$ cat config.mk
export PLATFORM = sky130hd
export DESIGN_NAME = buck_gate_seq
export DESIGN_NICKNAME = d
export VERILOG_FILES = /design/src/rtl/gseq_pkg.sv /design/src/rtl/gseq_sync.sv /design/src/rtl/gseq_lockout.sv /design/src/rtl/gseq_cnt.sv /design/src/rtl/buck_gate_seq.sv
export SDC_FILE = /design/constraint.sdc
export NUM_CORES = 1
export LEC_CHECK = 0
export ABC_AREA = 0
export BUFFER_PORTS_ARGS = -buffer_cell sky130_fd_sc_hd__buf_2
export CORE_ASPECT_RATIO = 0.75
export CORE_MARGIN = 1
export CORE_UTILIZATION = 61
export DETAILED_ROUTE_END_ITERATION = 10
export PLACE_DENSITY = 0.92
export SLEW_MARGIN = 20
export SYNTH_ARGS = -nofsm -noshare
export SYNTH_HDL_FRONTEND = slang
export SYNTH_HIERARCHICAL = 1
export SYNTH_SLANG_ARGS = --single-unit
$ cat constraint.sdc
create_clock -name clk -period 4.4 [get_ports clk]
set_input_delay 0.88 -clock clk [delete_from_list [all_inputs] [get_ports clk]]
set_output_delay 0.88 -clock clk [all_outputs]
set_load 0.05 [all_outputs]
$ cat src/rtl/gseq_pkg.sv
package gseq_pkg;
  typedef enum logic [2:0] {
    ST_SAFE    = 3'd0,
    ST_LS_WAIT = 3'd1,
    ST_LS_DLY  = 3'd2,
    ST_LS_ON   = 3'd3,
    ST_HS_WAIT = 3'd4,
    ST_HS_DLY  = 3'd5,
    ST_HS_ON   = 3'd6
  } gseq_state_e;

  localparam int NUM_IN = 8;
  localparam int IX_PWM  = 7;
  localparam int IX_RUN  = 6;
  localparam int IX_SYNC = 5;
  localparam int IX_UVEN = 4;
  localparam int IX_UVEX = 3;
  localparam int IX_LSG  = 2;
  localparam int IX_SW   = 1;
  localparam int IX_HSG  = 0;
endpackage

$ cat src/rtl/gseq_sync.sv
module gseq_sync #(
  parameter int W = 1
) (
  input  logic         clk,
  input  logic         rst_n,
  input  logic [W-1:0] d_i,
  output logic [W-1:0] q_o
);
  logic [W-1:0] meta_q;
  logic [W-1:0] safe_q;

  always_ff @(posedge clk or negedge rst_n) begin
    if (!rst_n) begin
      meta_q <= '0;
      safe_q <= '0;
    end else begin
      meta_q <= d_i;
      safe_q <= meta_q;
    end
  end

  assign q_o = safe_q;
endmodule

$ cat src/rtl/gseq_lockout.sv
module gseq_lockout (
  input  logic clk,
  input  logic rst_n,
  input  logic enter_i,
  input  logic exit_i,
  output logic locked_o
);
  always_ff @(posedge clk or negedge rst_n) begin
    if (!rst_n)       locked_o <= 1'b1;
    else if (enter_i) locked_o <= 1'b1;
    else if (exit_i)  locked_o <= 1'b0;
  end
endmodule

$ cat src/rtl/gseq_cnt.sv
module gseq_cnt #(
  parameter int W = 4
) (
  input  logic         clk,
  input  logic         rst_n,
  input  logic         clr_i,
  input  logic         inc_i,
  output logic [W-1:0] val_o
);
  always_ff @(posedge clk or negedge rst_n) begin
    if (!rst_n)      val_o <= '0;
    else if (clr_i)  val_o <= '0;
    else if (inc_i)  val_o <= val_o + 1'b1;
  end
endmodule

$ cat src/rtl/buck_gate_seq.sv
module buck_gate_seq
  import gseq_pkg::*;
#(
  parameter int HS_DLY_CYC = 5,
  parameter int LS_DLY_CYC = 4,
  parameter int TMO_CYC    = 50
) (
  input  logic clk,
  input  logic rst_n,
  input  logic pwm_i,
  input  logic disable_n_i,
  input  logic sync_mode_i,
  input  logic uv_enter_i,
  input  logic uv_exit_i,
  input  logic lsg_low_i,
  input  logic sw_low_i,
  input  logic hsg_off_i,
  output logic hs_gate_o,
  output logic ls_gate_o
);
  localparam int DLY_MAX = (HS_DLY_CYC > LS_DLY_CYC) ? HS_DLY_CYC : LS_DLY_CYC;
  localparam int DLY_W   = $clog2(DLY_MAX + 1);
  localparam int TMO_W   = $clog2(TMO_CYC + 1);

  if (TMO_CYC <= LS_DLY_CYC || HS_DLY_CYC < 1 || LS_DLY_CYC < 1) begin : g_cfg_bad
    $error("buck_gate_seq: backup timeout must exceed low-side settle, settles must be >= 1");
  end

  logic [NUM_IN-1:0] raw_in, syn_in;
  logic pwm_s, run_s, sync_s, uven_s, uvex_s, lsg_s, sw_s, hsg_s;
  logic locked;

  assign raw_in = {pwm_i, disable_n_i, sync_mode_i, uv_enter_i,
                   uv_exit_i, lsg_low_i, sw_low_i, hsg_off_i};

  gseq_sync #(.W(NUM_IN)) u_sync (
    .clk(clk), .rst_n(rst_n), .d_i(raw_in), .q_o(syn_in)
  );

  assign pwm_s  = syn_in[IX_PWM];
  assign run_s  = syn_in[IX_RUN];
  assign sync_s = syn_in[IX_SYNC];
  assign uven_s = syn_in[IX_UVEN];
  assign uvex_s = syn_in[IX_UVEX];
  assign lsg_s  = syn_in[IX_LSG];
  assign sw_s   = syn_in[IX_SW];
  assign hsg_s  = syn_in[IX_HSG];

  gseq_lockout u_lock (
    .clk(clk), .rst_n(rst_n), .enter_i(uven_s), .exit_i(uvex_s), .locked_o(locked)
  );

  gseq_state_e state_q, state_d;
  logic in_dly, in_ls_pend, tmo_run;
  logic [DLY_W-1:0] dly_val;
  logic [TMO_W-1:0] tmo_val;

  assign in_dly     = (state_q == ST_HS_DLY) || (state_q == ST_LS_DLY);
  assign in_ls_pend = (state_q == ST_LS_WAIT) || (state_q == ST_LS_DLY);
  assign tmo_run    = in_ls_pend && hsg_s;

  gseq_cnt #(.W(DLY_W)) u_dly (
    .clk(clk), .rst_n(rst_n), .clr_i(!in_dly), .inc_i(in_dly), .val_o(dly_val)
  );

  gseq_cnt #(.W(TMO_W)) u_tmo (
    .clk(clk), .rst_n(rst_n), .clr_i(!tmo_run), .inc_i(tmo_run), .val_o(tmo_val)
  );

  logic tmo_hit, hs_settled, ls_settled, drive_ok;
  assign tmo_hit    = tmo_run && (tmo_val == TMO_W'(TMO_CYC - 1));
  assign hs_settled = (dly_val == DLY_W'(HS_DLY_CYC - 1));
  assign ls_settled = (dly_val == DLY_W'(LS_DLY_CYC - 1));
  assign drive_ok   = run_s && !locked;

  always_comb begin
    state_d = state_q;
    if (!drive_ok) begin
      state_d = ST_SAFE;
    end else begin
      unique case (state_q)
        ST_SAFE:    if (!pwm_s) state_d = ST_LS_WAIT;
        ST_LS_WAIT: if (pwm_s)        state_d = ST_HS_WAIT;
                    else if (tmo_hit) state_d = ST_LS_ON;
                    else if (sw_s)    state_d = ST_LS_DLY;
        ST_LS_DLY:  if (pwm_s)                        state_d = ST_HS_WAIT;
                    else if (tmo_hit || ls_settled)   state_d = ST_LS_ON;
        ST_LS_ON:   if (pwm_s) state_d = ST_HS_WAIT;
        ST_HS_WAIT: if (!pwm_s)    state_d = ST_LS_WAIT;
                    else if (lsg_s) state_d = ST_HS_DLY;
        ST_HS_DLY:  if (!pwm_s)         state_d = ST_LS_WAIT;
                    else if (hs_settled) state_d = ST_HS_ON;
        ST_HS_ON:   if (!pwm_s) state_d = ST_LS_WAIT;
        default:    state_d = ST_SAFE;
      endcase
    end
  end

  always_ff @(posedge clk or negedge rst_n) begin
    if (!rst_n) state_q <= ST_SAFE;
    else        state_q <= state_d;
  end

  assign hs_gate_o = (state_q == ST_HS_ON);
  assign ls_gate_o = (state_q == ST_LS_ON) && sync_s;

  AST_NO_OVERLAP: assert property (@(posedge clk) disable iff (!rst_n)
    !(hs_gate_o && ls_gate_o)) else $error("gates overlap");
  AST_HS_BREAK_FIRST: assert property (@(posedge clk) disable iff (!rst_n)
    $rose(hs_gate_o) |-> $past(!ls_gate_o) && $past(pwm_s)) else $error("hs turn-on order");
  AST_LS_BREAK_FIRST: assert property (@(posedge clk) disable iff (!rst_n)
    $rose(ls_gate_o) |-> $past(!hs_gate_o) && $past(!pwm_s)) else $error("ls turn-on order");
  AST_DISABLE_OFF: assert property (@(posedge clk) disable iff (!rst_n)
    !run_s |=> (!hs_gate_o && !ls_gate_o)) else $error("gate on while disabled");
  AST_LOCK_OFF: assert property (@(posedge clk) disable iff (!rst_n)
    locked |=> (!hs_gate_o && !ls_gate_o)) else $error("gate on in lockout");
  AST_SKIP_LS_OFF: assert property (@(posedge clk) disable iff (!rst_n)
    !sync_s |-> !ls_gate_o) else $error("ls on in skip mode");
endmodule

==> run metrics, run 1 <==
Vias 843; Final Max Slew Viols 0; I/O pins 12; final hold viol count 0; PD cells 379.0 nW/µm²; post-synthesis cell count 105; Area Growth Syn to Fin 12.28%; sequential fraction of the synthesis area 0.5707; top sig layer met4; Iteration-0 DRC Markers 36; Row Count 13; first-pass GRT wire length 4146 µm; Worst Hold Depth 0; largest family of logic cells by synthesized area simple AND/OR/NAND/NOR gates; CP Data Arrival Time 1.73 ns; Initial DRT Pass Iterations 4; H-Tree Depth 2; WL met3 125 µm; post-synthesis mux area share 0.05894; Required @ worst endpoint 3.52 ns; status finished, final reports clean; GR Util All Layers 0.2804; Least-Margin Pin Slew 0.6212 ns; max frequency 0.3827 GHz; Hold WS 0.3588 ns; CTS Hold Bufs 0; Synth Area in Adders 0.01965; non-filler instance count after layout 143; setup_tns 0 ns; Longest Clk Path Bufs 2; GPL Wtd Cong 0.8180; min Tclk post-route 2.613 ns; Post-DP HPWL 1636 µm; # port buffers 11; RSZ-0062 raised after global routing no; initial core utilization 0.6930; Hold WC Path Type reg -> reg; Mean Syn Cell Area 12.13 µm²; total power 0.5420 mW; drt wl/cell 17.53 µm; Finish-stage setup viols 0; initial antenna violation count 0; endpoint type of the worst setup path output pin; Clock Pin Slew Worst Setup and Hold Paths 0.09 ns; CTS resizes 0; Placed Cells 135; Worst VDD drop 0.0003802 V; # Post-CTS Setup Buffers 0; startpoint types flop; Root Driver clkbuf_4; drt drc 0; Die Y 41.58 µm; clk sinks 29; slew margin rel. 0.5859; full die area 2277 µm²; number of global-route vias before repair 893; synth warn 6; Synth Area in Simple Gates 0.2024; final wirelength 2507 µm; CTS tree yes; later-pin clock latency in the skew report 0.33 ns; cts bufs inserted 5; NumNets Final 132; Netlist Area Pre-Place 1274 µm²; Final period util 0.5939; syn nets 117; CORE AREA 1838 µm²; area of placed instances 1341 µm²; post-synthesis register bit count 29; ANT nets after route 0; via/cell ratio 5.895; Fin Clk Skew 0.005702 ns; CP Class reg -> out; maxcap violations 0; layout cells sized above 1 0.2645; routed length on met1 1009 µm; largest net degree at the start of global routing 30; antenna diode count 0; overflow left after global routing 0; crit path max fanout 14; Cell variety after synth 35; Synth Area in Compound Gates 0.07760; Final Instance Area 1430 µm²; met2 WL 1333 µm; die width 54.77 µm; Pleak 0.6556 nW; R2R depth 7; post-synthesis xor/xnor area fraction 0.04715
[worst max-delay path: stages, from the launching register on]
cell,delay [ns]
dfrtp_1,0.65
nand2_1,0.21
nor3b_1,0.24
buf_2,0.30
[where the power goes]
group | switching, mW | internal, mW
clock network | 0.0949 | 0.135
registers | 0.00681 | 0.276
logic | 0.0175 | 0.0121
total | 0.119 | 0.423
[metal layers]
metal,vias up,global-route usage
met3,7,0.07692
met4,0,0.1538
met5,-,0
met1,423,0.3526
li1,388,-
met2,25,0.4289
[cell usage in the layout, fill, tap and decap left out, types with 2 or more instances in the layout]
| master | n |
|---|---|
| mux2i_1 | 3 |
| nor2_1 | 13 |
| xor2_1 | 3 |
| dfrtp_1 | 28 |
| ha_1 | 2 |
| nor3b_1 | 2 |
| o21ai_0 | 2 |
| nand3b_1 | 2 |
| clkbuf_4 | 5 |
| inv_1 | 4 |
| nor2b_1 | 2 |
| nand2_1 | 11 |
| a21oi_1 | 3 |
| mux2_4 | 3 |
| nor3_1 | 3 |
| xnor2_1 | 2 |
| buf_2 | 11 |
[logic make-up after synthesis]
group | count (synthesis)
buffers and inverters | 7
DFF | 29
muxes | 6
xor gates and xnor gates | 6
adders and majority gates | 2
AOI/OAI and AO/OA | 11
and+or+nand+nor | 44
[per-stage QoR]
stage / util / worst slack, ns
CTS: 0.7781 / 1.786
finish: 0.7781 / 1.787
global route: 0.7781 / 1.667
global placement: 0.7297 / 2.275
detailed placement: 0.7297 / 2.142
floorplan: - / 1.623
[layout make-up]
type / count / area (µm²)
clock buffer: 6 / 51.30
clock inverter: 2 / 37.54
fill: 118 / 407.9
inverter: 4 / 15.01
multi-input combinational: 69 / 516.7
sequential: 29 / 726.9
tap: 22 / 27.53
timing repair buffer: 11 / 55.05
[worst paths after layout]
kind / from / end / slack (ns)
worst max register to register: state_q[1]$_DFFE_PN0P_ / u_tmo/val_o[5]$_DFFE_PN0P_ / 2.26
min in group asynchronous: rst_n / u_tmo/val_o[3]$_DFFE_PN0P_ / 0.55
worst max-delay path: state_q[1]$_DFFE_PN0P_ / ls_gate_o / 1.79
worst min register to register: u_sync/meta_q[4]$_DFF_PN0_ / u_sync/q_o[4]$_DFF_PN0_ / 0.36
max in group asynchronous: rst_n / state_q[2]$_DFFE_PN0P_ / 3.44
worst min-delay path: u_sync/meta_q[4]$_DFF_PN0_ / u_sync/q_o[4]$_DFF_PN0_ / 0.36
[cell usage after synthesis]
master	number	area, µm²
or2b_1	1	7.510
o21ai_0	2	10.01
and3b_1	1	8.760
nor3b_1	2	15.01
nand4_2	1	12.51
and2b_1	1	7.510
nand3b_1	2	15.01
mux2i_1	3	30.03
a31oi_1	1	6.260
nand2_1	11	41.29
a21bo_2	1	10.01
nor2b_1	2	12.51
or2_1	1	6.260
mux2_4	3	45.04
or3_1	1	6.260
dfrtp_1	28	700.7
xor2_1	3	26.28
or4b_4	1	13.76
nor4_4	1	21.27
a21o_1	1	7.510
nor2_1	13	48.80
ha_1	2	25.02
a21oi_1	3	15.01
nor3_1	3	15.01
o221ai_2	1	15.01
a21oi_2	1	8.760
inv_1	4	15.01
dfstp_2	1	26.28
xnor2_1	2	17.52
nand4_1	1	6.260
buf_2	3	15.01
nand3_1	1	5.000
xnor2_2	1	16.27
nor4b_2	1	15.01
o311ai_4	1	26.28
[flip-flops by register name (all words and copies together) (netlist names)]
| signal | flops |
|---|---|
| u_dly/val_o | 3 |
| state_q | 3 |
| u_tmo/val_o | 6 |
| u_lock/locked_o | 1 |
| u_sync/meta_q | 8 |
| u_sync/q_o | 8 |
Power figures use the tool's default switching activity.
==> run 2, diff against run 1 <==
- CORE_UTILIZATION: 61 -> 51
- PLACE_DENSITY: 0.92 -> 0.83
- clock period: 4.4 -> 2.3 ns (I/O delays scaled with it)
==> run 2 against run 1 <==
Register-to-register slack worse by 2.0 ns. Worst hold slack worse by 0.21 ns. Combinational power up 81%. Sequential share of layout area down 0.35 points. Critical path type is now reg -> reg.
==> run metrics, run 2 (synthesis gave the netlist of run 1 again) <==
startpoint types flop; drt drc 0 (unchanged); CTS tree yes; setup_tns 0 ns (unchanged); Root Driver clkbuf_4; number of global-route vias before repair 736 (-18%); maxcap violations 0 (unchanged); final wirelength 1846 µm (-26%); initial antenna violation count 0 (unchanged); critical-path cell list xnor2_2 > nor2_1 > nand2_1 > inv_1 > nand4_2 > or3_1 > a21oi_1; total power 0.9718 mW (+79%); Area Growth Syn to Fin 13.26%; PD cells 673.6 nW/µm² (+78%); # port buffers 11 (unchanged); Global Route met2 Usage 0.2533 (-0.1756); CP Data Arrival Time 2.25 ns (+0.52 ns); endpoint type of the worst setup path flop; Required @ worst endpoint 2.53 ns (-0.99 ns); RSZ-0062 raised after global routing no; I/O pins 12 (unchanged); switching power 0.1996 mW (+68%); Worst VDD drop 0.0005107 V (+34%); Finish-stage setup viols 0 (unchanged); crit path max fanout 12 (-2); Least-Margin Pin Slew 0.6009 ns (-0.02030 ns); ANT nets after route 0 (unchanged); largest net degree at the start of global routing 30 (unchanged); die width 59.71 µm (+9.0%); CTS Hold Bufs 0 (unchanged); GR peak layer met2; Max stage delay on crit path 0.52 ns (-0.13 ns); overflow left after global routing 0 (unchanged); commonest non-fill, non-tap cell in the layout dfrtp_1; Initial DRT Pass Iterations 3 (-1); Gate power share 0.055 (about the same); sequential share of power 0.554 (+0.033); Final Max Slew Viols 0 (unchanged); Hold WC Path Type in -> async; Final period util 0.8789; Die Y 45.28 µm (+8.9%); routing usage on met1 0.2087 (-0.1439); Fin Clk Skew 0.009144 ns (+0.003443 ns); register area 728.2 µm² (+0.17%); min Tclk post-route 2.021 ns; full die area 2703 µm² (+19%); Pleak 0.6573 nW (+0.25%); Iteration-0 DRC Markers 12 (-67%); Clock power frac 0.391 (-0.033); CP max stage cell dfrtp_1; Longest Clk Path Bufs 2 (unchanged); H-Tree Depth 2 (unchanged); CORE AREA 2327 µm² (+27%); initial core utilization 0.5473 (-0.1457); max frequency 0.4947 GHz; sw frac 0.2054 (-0.01445); NumNets Final 133 (+0.76%); Multi-input gate area 521.8 µm² (+0.97%); Internal 0.7721 mW (+83%); cts bufs inserted 5 (unchanged); Vias 768 (-8.9%); final hold viol count 0 (unchanged); Placed Cells 148 (+9.6%); CP Class reg -> reg; Row Count 15 (+2); GR Util All Layers 0.1673 (-0.1131); non-filler instance count after layout 155 (+8.4%); clk sinks 29 (unchanged); CTS resizes 0 (unchanged); slew margin rel. 0.5994 (+0.01353); Core Util, Final 0.6199 (-0.1582); most frequent cells in the layout 27 x dfrtp_1, 13 x nor2_1, 11 x nand2_1, 11 x buf_2, 5 x clkbuf_4; R2R setup slack 0.28 ns (-1.98 ns); Clock Pin Slew Worst Setup and Hold Paths 0.09 ns (about the same); met3 usage 0.06304 (-0.01389); Fill cells 207 (+75%); layout cells sized above 1 0.2810 (+0.01653); status finished, final reports clean; # Post-CTS Setup Buffers 0 (unchanged); Post-DP HPWL 1368 µm (-16%); later-pin clock latency in the skew report 0.31 ns (-0.02 ns); first-pass GRT wire length 3118 µm (-25%); GPL Wtd Cong 0.8057 (-1.5%); drt wl/cell 11.91 µm (-32%); via/cell ratio 4.955 (-16%); antenna diode count 0 (unchanged)
-- run 2: cell count changes in the layout (fill, tap and decap cells not counted), sizes merged --
cell	before	now
clkbuf	6	5
buf	11	12
clkinv	0	1
clkinvlp	1	0
-- run 2: layout make-up --
cell class,count,share of cell area
flip-flops and latches,29,0.5048
multi-input cells,69,0.3617
repair buffers,12,0.04337
well taps,34,0.02949
clock buffers,5,0.02602
clock inverters,2,0.02428
inverters,4,0.01041
-- run 2: per-stage QoR --
step	hold slack [ns]	setup slack, ns	area, µm²
floorplan	0.1644	0.4232	1279
global placement	0.3316	0.2736	1369
detailed placement	0.3347	0.2183	1369
CTS	0.1568	0.1877	1441
global route	0.1862	0.09165	1443
finish	0.1484	0.2786	1443
-- run 2: power by group through the flow --
stage	Clock, mW	Sequential (mW)	Combinational [mW]
after CTS	0.391	0.539	0.0552
final	0.380	0.538	0.0536
after global placement	0	0.548	0.0533
after detailed placement	0	0.549	0.0552
after global routing	0.413	0.541	0.0607
after floorplan	0	0.543	0.0373
-- run 2: path summary, 6_finish.rpt --
path | startpoint | to | depth (start not counted)
worst max-delay path | state_q[0]$_DFFE_PN0P_ | u_tmo/val_o[5]$_DFFE_PN0P_ | 7
worst min-delay path | rst_n | u_sync/meta_q[2]$_DFF_PN0_ | 1
worst max register to register | state_q[0]$_DFFE_PN0P_ | u_tmo/val_o[5]$_DFFE_PN0P_ | 7
worst min register to register | u_sync/meta_q[4]$_DFF_PN0_ | u_sync/q_o[4]$_DFF_PN0_ | 0
max in group asynchronous | rst_n | state_q[1]$_DFFE_PN0P_ | 1
min in group clk | pwm_i | u_sync/meta_q[7]$_DFF_PN0_ | 1
-- run 2: critical path: cells and delay by family, from the launching register on --
kind            cells  cell delay, ns
buf+inv             1            0.21
flops               1            0.52
simple gates        4            0.86
compound gates      1            0.15
xor+xnor            1            0.21
-- run 2: routing by layer --
| metal | vias to the layer above | wire length [µm] |
|---|---|---|
| li1 | 387 | - |
| met1 | 366 | 911 |
| met2 | 13 | 847 |
| met3 | 2 | 68 |
| met4 | 0 | 19 |
| met5 | - | 0 |
==> run 3, diff against run 2 <==
- CORE_ASPECT_RATIO: 0.75 -> not set
- PLACE_DENSITY: 0.83 -> 0.73
==> run 3 against run 2 <==
Worst setup slack got worse by 0.083 ns. Sequential share of layout area decreased by 0.48 points. Non-clock buffer count increased by 1. Design area increased by 0.78%. Critical endpoint is now ls_gate_o. Via count increased by 4.0%. Maximum frequency decreased by 3.9%. First-iteration DRC count increased by 83%. Clock power increased by 10%. Register-to-register slack got worse by 0.05 ns. Count of clock-buffer cells in the layout increased by 2.
==> run metrics, run 3 (synthesis gave the netlist of run 1 again) <==
Core Util, Final 0.6388 (+0.01892); area of placed instances 1369 µm² (unchanged); sw frac 0.1988 (-0.006650); R2R depth 7 (unchanged); Final Max Slew Viols 0 (unchanged); final wirelength 1850 µm (+0.22%); Least-Margin Pin Slew 0.6054 ns (+0.004507 ns); # port buffers 11 (unchanged); CTS Hold Bufs 0 (unchanged); CTS tree yes; GPL Wtd Cong 0.8405 (+4.3%); CP Depth 3 (-4); H-Tree Depth 2 (unchanged); # Post-CTS Setup Buffers 0 (unchanged); Iteration-0 DRC Markers 22 (+10); I/O pins 12 (unchanged); endpoint type of the worst setup path output pin; reg2reg end u_tmo/val_o[5]$_DFFE_PN0P_; Root Driver clkbuf_4; Post-DP HPWL 1333 µm (-2.5%); Gate power share 0.055 (about the same); Finish-stage setup viols 0 (unchanged); Crit path max-delay family flip-flops; commonest non-fill, non-tap cell in the layout dfrtp_1; PD cells 695.9 nW/µm² (+3.3%); Clock Pin Slew Worst Setup and Hold Paths 0.09 ns (about the same); largest net degree at the start of global routing 30 (unchanged); overflow left after global routing 0 (unchanged); initial core utilization 0.5596 (+0.01234); Internal 0.8107 mW (+5.0%); setup_tns 0 ns (unchanged); GR Util All Layers 0.1727 (+0.005357); first-pass GRT wire length 3236 µm (+3.8%); initial antenna violation count 0 (unchanged); RSZ-0062 raised after global routing no; R2R setup slack 0.23 ns (-0.05 ns); Initial DRT Pass Iterations 5 (+2); final hold viol count 0 (unchanged); clk sinks 29 (unchanged); total power 1.012 mW (+4.1%); critical-path cell list nand2_1 > nor3b_2 > buf_2; Clock power frac 0.414 (+0.023); drt wl/cell 12.25 µm (+2.9%); Fin Clk Skew 0.009920 ns (+0.0007752 ns); slew margin rel. 0.5964 (-0.003004); via/cell ratio 5.291 (+6.8%); full die area 2701 µm² (about the same); Vias 799 (+4.0%); sequential share of power 0.532 (-0.022); pre-CTS WS 0.2894 ns (+0.07110 ns); Worst VDD drop 0.0004964 V (-2.8%); CTS resizes 0 (unchanged); min Tclk post-route 2.104 ns (+0.08255 ns); later-pin clock latency in the skew report 0.32 ns (about the same); ANT nets after route 0 (unchanged); Final period util 0.9147 (+0.03589); Max stage delay on crit path 0.60 ns (+0.08 ns); layout cells sized above 1 0.2764 (-0.004569); Hold WC Path Type in -> async; CORE AREA 2276 µm² (-2.2%); min setup slack post-route 0.1961 ns (-0.08255 ns); Pleak 0.6688 nW (+1.8%); cts bufs inserted 5 (unchanged); drt drc 0 (unchanged); most frequent cells in the layout 28 x dfrtp_1, 13 x nor2_1, 11 x nand2_1, 11 x buf_2, 5 x clkbuf_4; max frequency 0.4753 GHz (-3.9%); CP Data Arrival Time 1.64 ns (-0.61 ns); CP max stage cell dfrtp_1; number of global-route vias before repair 760 (+3.3%); worst path buffer plus inverter count 1 (unchanged); Crit Reg-Reg Startpoint state_q[0]$_DFFE_PN0P_; status finished, final reports clean; Final Instance Area 1454 µm² (+0.78%); Row Count 17 (+2); switching power 0.2011 mW (+0.75%); CP Class reg -> out; Required @ worst endpoint 1.84 ns (-0.69 ns); NumNets Final 134 (+0.75%); startpoint types flop; crit path max fanout 12 (unchanged); Fill cells 168 (-19%); Area Growth Syn to Fin 14.15%; Die Y 51.98 µm (+15%); Longest Clk Path Bufs 2 (unchanged); antenna diode count 0 (unchanged); maxcap violations 0 (unchanged); die width 51.98 µm (-13%)
run 3: changes by cell type in the layout (fill, tap and decap cells not counted):
cell | previous run | this run
dfrtp_1 | 27 | 28
clkbuf_8 | 0 | 1
dfrtp_2 | 1 | 0
buf_4 | 1 | 2
clkinv_2 | 1 | 0
clkbuf_1 | 0 | 1
run 3: power groups by stage:
stage	combinational (mW)	clock (mW)	sequential, mW
floorplan	0.0373	0	0.543
global placement	0.0548	0	0.547
detailed placement	0.0559	0	0.548
CTS	0.0560	0.433	0.538
global route	0.0616	0.455	0.540
finish	0.0552	0.419	0.538
run 3: worst max path at each step:
stage / from / end / slack [ns]
2_1_floorplan: state_q[1]$_DFFE_PN0P_ / ls_gate_o / 0.42
3_3_place_gp: state_q[0]$_DFFE_PN0P_ / u_tmo/val_o[5]$_DFFE_PN0P_ / 0.31
3_5_place_dp: state_q[0]$_DFFE_PN0P_ / u_tmo/val_o[5]$_DFFE_PN0P_ / 0.29
4_1_cts: state_q[0]$_DFFE_PN0P_ / ls_gate_o / 0.20
5_1_grt: state_q[0]$_DFFE_PN0P_ / u_tmo/val_o[5]$_DFFE_PN0P_ / 0.05
6_report: state_q[0]$_DFFE_PN0P_ / ls_gate_o / 0.20
run 3: per-layer routing:
layer  part of all wire  track usage
met2               0.45       0.2564
met3              0.051      0.04386
met1               0.48       0.2261
met5                  0            0
met4              0.015       0.1036
run 3: area by class of cell:
class / count / area (µm²) / share of cell area
flip-flops and latches: 29 / 726.9 / 0.5000
multi-input cells: 69 / 521.8 / 0.3589
repair buffers: 13 / 70.07 / 0.04819
clock buffers: 7 / 55.05 / 0.03787
well taps: 28 / 35.03 / 0.02410
clock inverters: 1 / 30.03 / 0.02065
inverters: 4 / 15.01 / 0.01033
run 3: stage by stage:
step	hold WS, ns	std cells
6_report	0.1408	151
2_1_floorplan	0.1644	105
4_1_cts	0.1477	151
3_5_place_dp	0.3347	143
3_3_place_gp	0.3318	143
5_1_grt	0.1884	151
run 3: worst reg2reg max path: stages, from the launching register on:
cell and delay [ns]:
dfrtp_1 0.54, xnor2_2 0.23, nor2_1 0.17, nand2_1 0.18, inv_1 0.22, nand4_2 0.15
or3_1 0.36, a21oi_1 0.14
